## src/rtl/quad_sincos_pkg.sv

```systemverilog
package quad_sincos_pkg;

  // pi * 2^30, fixed point
  localparam longint PI_FX = 64'sd3373259426;

  // Rounded quarter-wave magnitude for table entry k, computed at elaboration
  function automatic longint quarter_sine_mag(input int k, input int addr_w, input int mag_w);
    longint x;
    longint term;
    longint sum;
    longint amp;
    x    = (PI_FX * longint'(2 * k + 1)) >>> (addr_w + 2);
    term = x;
    sum  = x;
    for (int n = 1; n <= 7; n++) begin
      term = (term * x) >>> 30;
      term = (term * x) >>> 30;
      term = -(term / longint'((2 * n) * (2 * n + 1)));
      sum  = sum + term;
    end
    amp = (longint'(1) <<< mag_w) - 1;
    return (sum * amp + (longint'(1) <<< 29)) >>> 30;
  endfunction

endpackage

```

## src/rtl/quad_fold.sv

```systemverilog
module quad_fold #(
  parameter int ADDR_W  = 8,
  parameter int QUARTER = 0
) (
  input  logic [ADDR_W+1:0] trunc_i,
  output logic [ADDR_W-1:0] addr_o,
  output logic              neg_o
);
  localparam int TW = ADDR_W + 2;

  logic [TW-1:0] shifted;

  always_comb begin
    shifted = trunc_i + (TW'(QUARTER) << ADDR_W);
    // second MSB mirrors within the quadrant, MSB flips the sign
    addr_o  = shifted[TW-2] ? ~shifted[ADDR_W-1:0] : shifted[ADDR_W-1:0];
    neg_o   = shifted[TW-1];
  end
endmodule

```

## src/rtl/quarter_rom.sv

```systemverilog
module quarter_rom
  import quad_sincos_pkg::*;
#(
  parameter int ADDR_W = 8,
  parameter int MAG_W  = 9
) (
  input  logic              clk_i,
  input  logic              rst_ni,
  input  logic              en_i,
  input  logic [ADDR_W-1:0] addr_a_i,
  input  logic [ADDR_W-1:0] addr_b_i,
  output logic [MAG_W-1:0]  mag_a_o,
  output logic [MAG_W-1:0]  mag_b_o
);
  localparam int DEPTH = 1 << ADDR_W;

  logic [MAG_W-1:0] tbl [DEPTH];

  for (genvar k = 0; k < DEPTH; k++) begin : g_entry
    localparam logic [MAG_W-1:0] ENTRY = MAG_W'(quarter_sine_mag(k, ADDR_W, MAG_W));
    assign tbl[k] = ENTRY;
  end

  always_ff @(posedge clk_i or negedge rst_ni) begin
    if (!rst_ni) begin
      mag_a_o <= '0;
      mag_b_o <= '0;
    end else if (en_i) begin
      mag_a_o <= tbl[addr_a_i];
      mag_b_o <= tbl[addr_b_i];
    end
  end
endmodule

```

## src/rtl/sign_apply.sv

```systemverilog
module sign_apply #(
  parameter int OUT_W = 10
) (
  input  logic                    clk_i,
  input  logic                    rst_ni,
  input  logic                    en_i,
  input  logic [OUT_W-2:0]        mag_i,
  input  logic                    neg_i,
  output logic signed [OUT_W-1:0] sample_o
);
  localparam logic signed [OUT_W:0] LO_LIM = -((OUT_W+1)'(1) <<< (OUT_W - 1)) + (OUT_W+1)'(1);

  logic signed [OUT_W:0] wide;
  logic signed [OUT_W:0] sat;

  always_comb begin
    wide = $signed({2'b00, mag_i});
    if (neg_i) wide = -wide;
    // keep the most negative code out of range
    sat = (wide < LO_LIM) ? LO_LIM : wide;
  end

  always_ff @(posedge clk_i or negedge rst_ni) begin
    if (!rst_ni)   sample_o <= '0;
    else if (en_i) sample_o <= sat[OUT_W-1:0];
  end
endmodule

```

## src/rtl/quad_sincos.sv

```systemverilog
module quad_sincos #(
  parameter int PHASE_W = 20,
  parameter int ADDR_W  = 8,
  parameter int OUT_W   = 10
) (
  input  logic                    clk_i,
  input  logic                    rst_ni,
  input  logic                    phase_valid_i,
  input  logic [PHASE_W-1:0]      phase_i,
  output logic                    sample_valid_o,
  output logic signed [OUT_W-1:0] sin_o,
  output logic signed [OUT_W-1:0] cos_o
);
  localparam int TW    = ADDR_W + 2;
  localparam int MAG_W = OUT_W - 1;
  localparam int NCH   = 2;

  logic [ADDR_W-1:0]       addr  [NCH];
  logic [MAG_W-1:0]        mag   [NCH];
  logic signed [OUT_W-1:0] smp   [NCH];
  logic [NCH-1:0]          neg;
  logic [NCH-1:0]          neg_q;
  logic                    lut_vld_q;
  logic                    out_vld_q;
  logic                    unused_low_phase;

  assign unused_low_phase = ^phase_i[PHASE_W-TW-1:0];

  // channel 0: sine, channel 1: cosine (quarter turn ahead)
  for (genvar ch = 0; ch < NCH; ch++) begin : g_ch
    quad_fold #(.ADDR_W(ADDR_W), .QUARTER(ch)) u_fold (
      .trunc_i(phase_i[PHASE_W-1 -: TW]),
      .addr_o (addr[ch]),
      .neg_o  (neg[ch])
    );
    sign_apply #(.OUT_W(OUT_W)) u_sign (
      .clk_i   (clk_i),
      .rst_ni  (rst_ni),
      .en_i    (lut_vld_q),
      .mag_i   (mag[ch]),
      .neg_i   (neg_q[ch]),
      .sample_o(smp[ch])
    );
  end

  quarter_rom #(.ADDR_W(ADDR_W), .MAG_W(MAG_W)) u_rom (
    .clk_i   (clk_i),
    .rst_ni  (rst_ni),
    .en_i    (phase_valid_i),
    .addr_a_i(addr[0]),
    .addr_b_i(addr[1]),
    .mag_a_o (mag[0]),
    .mag_b_o (mag[1])
  );

  always_ff @(posedge clk_i or negedge rst_ni) begin
    if (!rst_ni) begin
      neg_q     <= '0;
      lut_vld_q <= 1'b0;
      out_vld_q <= 1'b0;
    end else begin
      if (phase_valid_i) neg_q <= neg;
      lut_vld_q <= phase_valid_i;
      out_vld_q <= lut_vld_q;
    end
  end

  assign sample_valid_o = out_vld_q;
  assign sin_o          = smp[0];
  assign cos_o          = smp[1];
endmodule

```

## config.mk

```make
export PLATFORM = sky130hd
export DESIGN_NAME = quad_sincos
export DESIGN_NICKNAME = d
export VERILOG_FILES = /design/src/rtl/quad_sincos_pkg.sv /design/src/rtl/quad_fold.sv /design/src/rtl/quarter_rom.sv /design/src/rtl/sign_apply.sv /design/src/rtl/quad_sincos.sv
export SDC_FILE = /design/constraint.sdc
export NUM_CORES = 1
export LEC_CHECK = 0
export BUFFER_PORTS_ARGS = -buffer_cell sky130_fd_sc_hd__buf_2
export CORE_UTILIZATION = 50
export DETAILED_ROUTE_END_ITERATION = 8
export PLACE_DENSITY = 0.68
export SKIP_CTS_REPAIR_TIMING = 1
export SYNTH_ARGS = -nofsm -noshare
export SYNTH_HDL_FRONTEND = slang
export SYNTH_HIERARCHICAL = 1
export SYNTH_SLANG_ARGS = --single-unit
```

## constraint.sdc

```tcl
create_clock -name clk_i -period 2.2 [get_ports clk_i]
set_input_delay 0.33 -clock clk_i [delete_from_list [all_inputs] [get_ports clk_i]]
set_output_delay 0.33 -clock clk_i [all_outputs]
set_load 0.02 [all_outputs]
```

### Word level (Yosys, flattened, before mapping)

Memory sizes are Yosys's and may differ from the RTL's. A register that Yosys moved wholly into a read port is not among the register bits.
Index checks and enable logic that the tools add are counted.

| operators by class | value |
|---|---|
| $add $sub $neg | 3 |
| magnitude comparators | 2 |
| multiplexer cells | 6 |
| bitwise gates (word level) | 4 |
| reductions and logical operators | 2 |

Operators by type and width:

| operator | count |
|---|---|
| 11-bit by 10-bit < comparator with 1-bit output (second input constant) | 2 |
| 11-bit two-way mux | 2 |
| 9-bit negation with 11-bit output | 2 |
| 10-bit two-way mux | 2 |
| 8-bit inverter with 9-bit output | 2 |
| 8-bit two-way mux | 2 |
| 8-bit inverter | 2 |
| 10-bit by 9-bit adder with 10-bit output (second input constant) | 1 |
| 1-bit zero test | 2 |

| word-level totals | value |
|---|---|
| bits in registers | 24 |
| memory bits (read-only) | 4,608 |
| bits of input ports | 23 |
| output and inout port bits | 21 |
| word-level logic and storage cells | 24 |
| memories | 2 |

Memory list:

| memory | words | bits a word | rd ports | clocked after Yosys merged registers in | write ports | RTL line | source |
|---|---|---|---|---|---|---|---|
| (name not given) | 256 | 9 | 1 | 1 | 0 | quarter_rom.sv:30 | `mag_b_o <= tbl[addr_b_i];` |
| (name not given) | 256 | 9 | 1 | 1 | 0 | quarter_rom.sv:29 | `mag_a_o <= tbl[addr_a_i];` |

### Logic depth before layout (Yosys ltp)

Gate-level depths: netlist of run 1.

| depth | value |
|---|---|
| depth in word-level cells | 4 |
| depth in mapped cells | 13 |
| mapped depth without buffers | 9 |

### Modules after synthesis

The synthesis of run 1 kept the hierarchy.

Modules (own cells, without submodules):

| module | instances | cells an instance | area each (um^2) | seq. area each (um^2) |
|---|---|---|---|---|
| quarter_rom | 1 | 771 | 5,122.4 | 450.4 |
| sign_apply | 2 | 88 | 792.0 | 250.2 |
| quad_sincos | 1 | 6 | 122.6 | 100.1 |
| quad_fold at g_ch[1].u_fold | 1 | 10 | 97.6 | 0.0 |
| quad_fold at g_ch[0].u_fold | 1 | 10 | 88.8 | 0.0 |

### Worst setup path before layout of run 1

Ideal clock, no wire load.

| path | value |
|---|---|
| kind | in2reg |
| from | in phase_i[18] |
| to | reg u_rom.mag_b_o[2] |
| setup time | 0.065 ns |
| arrival time | 2.882 ns |
| required time | 2.135 ns |
| path slack | -0.748 ns |
| stages | 12 |
| path buffers | 3 |
| cells stage by stage | buf_6 xnor2_1 buf_2 inv_1 ha_1 buf_4 nor2b_4 o22ai_1 a2111oi_1 o221ai_1 nand4_1 o221a_2 |

RTL lines:

| item | RTL line | source |
|---|---|---|
| from (decl) | quad_sincos.sv:9 | `input logic [PHASE_W-1:0] phase_i,` |
| to (decl) | quarter_rom.sv:13 | `output logic [MAG_W-1:0] mag_b_o` |

==> results of run 1 <==
[final cells by class]
cell class,count,share of cell area [%]
multi-input cells,785,58.0
repair buffers,311,25.6
flip-flops and latches,42,10.8
well taps,176,2.26
inverters,41,1.68
clock buffers,6,1.32
clock inverters,2,0.385
[flip-flops by register name, indices dropped and copies added (netlist names)]
name,count
lut_vld_q,1
neg_q,2
g_ch.u_sign/sample_o,20
sample_valid_o,1
u_rom/mag_b_o,9
u_rom/mag_a_o,9
[worst max-delay path: cells and delay by family]
family / cells / cell delay (ns)
buf+inv: 5 / 0.57
mux: 1 / 0.48
compound gates: 3 / 0.36
fa+ha+maj: 1 / 0.32
xor+xnor: 1 / 0.22
simple gates: 1 / 0.11
[layout by cell type, fill, tap and decap left out, drive strengths merged, types with 5 or more instances in the layout]
cell     netlist  routed
buf           75     311
nand2         86      86
a221oi         8       8
o31ai         12      12
a311oi        10      10
a41oi          6       6
o221ai         8       8
mux2           5       5
a21oi         80      80
or3            8       8
nand4         12      12
o21ai         90      90
or2            7       7
a22o           7       7
o2111ai        9       9
nor2          79      79
a2111oi        8       8
nor3          21      21
a211oi        17      17
xnor2         11      11
dfrtp         42      42
o311ai        10      10
inv           39      37
nand2b        28      28
or4            5       5
nand3         20      20
o221a          5       5
nor2b         26      26
xor2          21      21
clkbuf        28       6
a31oi         25      25
o211ai        27      27
a211o          7       7
ha            28      28
mux2i         14      14
o22ai         19      19
[worst min path at each step]
stage,start,endpoint,slack [ns],depth (start not counted)
2_1_floorplan,rst_ni,g_ch[0].u_sign/sample_o[0]$_DFFE_PN0P_,0.03,0
3_3_place_gp,rst_ni,g_ch[0].u_sign/sample_o[2]$_DFFE_PN0P_,0.32,2
3_5_place_dp,rst_ni,g_ch[0].u_sign/sample_o[1]$_DFFE_PN0P_,0.33,2
4_1_cts,rst_ni,u_rom/mag_a_o[3]$_DFFE_PN0P_,0.03,2
5_1_grt,rst_ni,u_rom/mag_a_o[3]$_DFFE_PN0P_,0.04,2
6_report,rst_ni,u_rom/mag_a_o[3]$_DFFE_PN0P_,0.02,2
[metal layers]
metal  GRT usage, %  part of all wire, %  vias up
met4           10.3                  2.4        0
li1               -                    -     4073
met3           6.13                  9.7       58
met5              0                    0        -
met2           57.4                   45      474
met1           49.2                   43     4084
[per-stage QoR]
| step | cells | TNS (ns) | utilization, % | cell area [sq um] |
|---|---|---|---|---|
| floorplan | 973 | -2.55 | - | 7320 |
| global placement | 1344 | -5.16 | 68.6 | 9240 |
| detailed placement | 1344 | -5.96 | 68.6 | 9240 |
| CTS | 1352 | -1.53 | 69.9 | 9400 |
| global route | 1363 | -0.384 | 72.5 | 9750 |
| finish | 1363 | -0.0439 | 72.5 | 9750 |
[cell families (layout without fill, tap and decap cells)]
family / count (synthesis) / count (layout) / synth area share [%]
compound gates: 386 / 386 / 37.6
fa+ha+maj: 28 / 28 / 4.99
simple gates: 316 / 316 / 22.7
flops: 42 / 42 / 15.0
mux: 23 / 23 / 4.08
xor+xnor: 32 / 32 / 4.21
buf+inv: 146 / 360 / 11.4
[power by group]
group | internal [mW] | switching, mW
combinational | 1.85 | 2.21
clock | 0.536 | 0.309
sequential | 0.957 | 0.173
total | 3.34 | 2.69
==> flow_summary.toml, run 1 <==
[critical_path]
end_kind = "flop"
r2r.worst_path.cells = 7
slowest_delay_ns = 0.48
required_ns = 2.38
critical_path_class = "in2reg"
r2r_setup_slack_ns = 0.14
cp-start-kind = "input port"
r2r_end = "g_ch[0].u_sign/sample_o[0]$_DFFE_PN0P_"
crit_start = "phase_i[18]"
reg2reg_from = "u_rom/mag_a_o[0]$_DFFE_PN0P_"
cp_common_cell = "buf_6"
path_cells = "buf_12 > buf_8 > xnor2_4 > inv_4 > ha_4 > buf_6 > buf_6 > a21oi_2 > mux4_2 > o221ai_2 > nand4_1 > o221a_2"
crit_path_end = "u_rom/mag_b_o[2]$_DFFE_PN0P_"
cp.arrival_ns = 2.41
critPathMaxFanout = 7
crit_slowest_cell = "mux4_2"

[synthesis]
ys_types = 84
netlist_area_sq_um = 7020
yosys_warnings = 6
syn_inst = 973
async_flop_share_pct = 100
synthTopCellsByCount = "nand2_1, o21ai_0, a21oi_1"
synth_flop_cell = "dfrtp_1"
synth.most_common_cell = "nand2_1"
synth_nets = 1024
ys_seq_area_share_pct = 15.0
yosysTopAreaCell = "dfrtp_1"
syn_area_per_cell_sq_um = 7.21
ys_ff_latch = 42
synthTopCellsByArea = "dfrtp_1, o21ai_0, a21oi_1, ha_1, nand2_1"
synth_top_area_share_pct = 15.0
synth_edf_count = 0

[place]
dpl_worst_slack_ns = -0.515
port-buffer-count = 33
gp_congestion = 1.01
dpl.hpwl_microns = 19700

[clocking]
cts_tree = "done"
h-tree-depth = 2
cts_buffer_depth = 2
path_clk_slew_ns = 0.07
clock-sinks = 42
root_buffer = "clkbuf_16"
clk_latency_ns = 0.29
cts_buffers = 5

[run_status]
violations = "setup timing"
outcome = "complete, but fails checks"

[sta]
finalCritPeriodShare_pct = 101
hold_viol = 0
finalCriticalPeriod_ns = 2.23
slew_headroom_pct = 62.1
setup_viol = 2
worst_pin_slew_ns = 0.562
worst_slack_ns = -0.0302
fin_hold_ws_ns = 0.0211
slew_violations = 0
rsz0062_at_grt = "true"
skew_ns = 0.00956
fmax_mhz = 448

[route]
route.detailed.drc = 0
wirelength_microns = 26100
vias = 8689
drtPass1Iterations = 6
avgRoutedWirePerCell_microns = 19.2
drt_iter0_drc = 1024
viasPerCell = 6.37
ant_nets = 0

[pwr]
p_per_area_nw_per_um2 = 618
p_total_mw = 6.03
power.leakage_nw = 4.07
irDropWorstVdd_v = 0.000305

[grt]
grt_max_degree = 43
grt_usage_pct = 35.8
antenna_found_initial = 0
grt-ovfl-total = 0
grt_pass1_wl_microns = 41700
grt_pass1_vias = 8098

[floorplanning]
initial_core_util_pct = 52.1
io-pin-count = 44
die_height_microns = 120
core_sq_um = 13500
die_width_microns = 120
row_count = 42
die_area_sq_um = 14500

[layout]
final_layout_size_suffix_gt1_share_pct = 36.9
antenna_cells = 0
seq_area_sq_um = 1050
area_growth_pct = 39.0
nFillCells = 1097
multi_input_area_sq_um = 5660
final_nets = 1237

[hold_path]
hold_path.class = "in2async"

[job]
max_cap_viol_count = 0
Power figures use the tool's default switching activity.
==> run 2, diff against run 1 <==
==> constraint.sdc (replaced) <==
create_clock -name clk_i -period 2.2 [get_ports clk_i]
set_input_delay 0.11 -clock clk_i [delete_from_list [all_inputs] [get_ports clk_i]]
set_output_delay 0.11 -clock clk_i [all_outputs]
set_load 0.02 [all_outputs]
==> run 2 against run 1 <==
Against the previous run:
- the flow now finishes without violations
- die area stayed put
- sequential power about the same
- global-route usage decreased by 1.6 points
- fmax increased by 7.2%
- power is 5.5% lower
- combinational power fell by 8.6%
- clock skew is 0.0050 ns lower
- clock power about the same
- cell count shrank 3.6%
- routed wire length down 5.0%
- critical endpoint is now u_rom/mag_a_o[1]$_DFFE_PN0P_
- highest routed layer unchanged
==> flow_summary.toml, run 2 (same netlist as run 1, synthesis figures left out) <==
[clocking]
root_buffer = "clkbuf_16"
h-tree-depth = 2
cts_buffer_depth = 2
clk_latency_ns = 0.29
clock-sinks = 42
cts_buffers = 5
cts_tree = "done"
path_clk_slew_ns = 0.06

[pwr]
irDropWorstVdd_v = 0.000319
power.leakage_nw = 3.76
p_total_mw = 5.70
p_per_area_nw_per_um2 = 628

[floorplanning]
die_height_microns = 120
io-pin-count = 44
die_area_sq_um = 14500
core_sq_um = 13500
row_count = 42
die_width_microns = 120
initial_core_util_pct = 52.1

[layout]
antenna_cells = 0
final_cell_mix = "buf_4, nand2_1, o21ai_0"
final_layout_size_suffix_gt1_share_pct = 30.1
nFillCells = 1207
final_common_cell = "buf_4"
area_growth_pct = 29.3
largest_reg_flops = 20
final_nets = 1188
reg_top3 = "g_ch.u_sign/sample_o (20), u_rom/mag_a_o (9), u_rom/mag_b_o (9)"
largest-register = "g_ch.u_sign/sample_o"

[place]
gp_congestion = 0.971
port-buffer-count = 33
dpl.hpwl_microns = 18800
dpl_worst_slack_ns = -0.209

[sta]
hold_viol = 0
rsz0062_at_grt = "false"
fin_tns_setup_ns = 0
fmax_mhz = 480
skew_ns = 0.00455
finalCriticalPeriod_ns = 2.08
finalCritPeriodShare_pct = 94.6
worst_pin_slew_ns = 0.656
setup_viol = 0
slew_violations = 0
slew_headroom_pct = 55.9
worst_slack_ns = 0.119

[critical_path]
end_kind = "flop"
critical_path_class = "in2reg"
critPathMaxFanout = 8
required_ns = 2.40
cp.arrival_ns = 2.29
cp-start-kind = "input port"

[route]
viasPerCell = 6.41
avgRoutedWirePerCell_microns = 18.9
vias = 8428
route.detailed.drc = 0
wirelength_microns = 24800
drt_iter0_drc = 1052
ant_nets = 0
drtPass1Iterations = 5

[grt]
grt_pass1_wl_microns = 40300
grt_pass1_vias = 7670
grt-ovfl-total = 0
grt_max_degree = 35
antenna_found_initial = 0
grt_usage_pct = 34.2

[job]
max_cap_viol_count = 0

[run_status]
outcome = "complete, no violations"

[hold_path]
hold_path.class = "in2reg"
run 2: cell count changes in the layout (fill, tap and decap cells not counted), moves of 5 or more:
cell,previous run,this run
o21ai_1,20,10
buf_6,10,2
ha_1,16,22
o21ai_0,70,80
nor2b_1,17,22
buf_4,255,214
run 2: layout make-up:
cell class	instances	area, sq um	share of cell area, %
clock inverter	2	37.5	0.414
sequential	42	1050	11.6
multi-input combinational	785	5440	60.0
inverter	41	161	1.78
timing repair buffer	262	2030	22.4
clock buffer	6	129	1.42
tap	176	220	2.43
run 2: final timing paths:
check	from	depth (start not counted)	slack, ns	end
setup / recovery	phase_i[18]	11	0.12	u_rom/mag_a_o[1]$_DFFE_PN0P_
hold / removal	phase_i[19]	2	0.13	neg_q[0]$_DFFE_PN0P_
setup reg to reg	u_rom/mag_b_o[6]$_DFFE_PN0P_	5	0.16	g_ch[1].u_sign/sample_o[0]$_DFFE_PN0P_
hold reg to reg	g_ch[1].u_sign/sample_o[9]$_DFFE_PN0P_	2	0.51	g_ch[1].u_sign/sample_o[9]$_DFFE_PN0P_
max in group asynchronous	rst_ni	3	1.21	u_rom/mag_a_o[5]$_DFFE_PN0P_
min in group asynchronous	rst_ni	2	0.31	g_ch[1].u_sign/sample_o[9]$_DFFE_PN0P_
run 2: metrics by stage:
step,area (sq um),hold slack [ns],instances,util [%]
6_report,9070,0.127,1314,67.4
5_1_grt,9070,0.132,1314,67.4
4_1_cts,9020,-0.212,1312,67.0
3_5_place_dp,8850,0.0944,1304,65.8
3_3_place_gp,8850,0.0907,1304,65.8
2_1_floorplan,7250,-0.186,973,-
run 2: per-layer routing:
metal / up-vias / track usage (%) / share of wire, %
li1: 3975 / - / -
met1: 3816 / 49.8 / 44
met2: 562 / 51.4 / 43
met3: 75 / 5.66 / 11
met4: 0 / 10.2 / 2.4
met5: - / 0.368 / 0
run 2: worst max-delay path, cell delays in order:
cell,delay [ns]
buf_2,0.13
buf_12,0.16
buf_12,0.15
xor2_4,0.35
inv_1,0.18
buf_4,0.19
a2111oi_0,0.42
a211oi_1,0.10
o211ai_1,0.12
a32oi_1,0.15
a32oi_1,0.22
run 2: power by group:
part / internal, mW / switching (mW)
clock network: 0.536 / 0.311
registers: 0.957 / 0.189
logic: 1.63 / 2.07
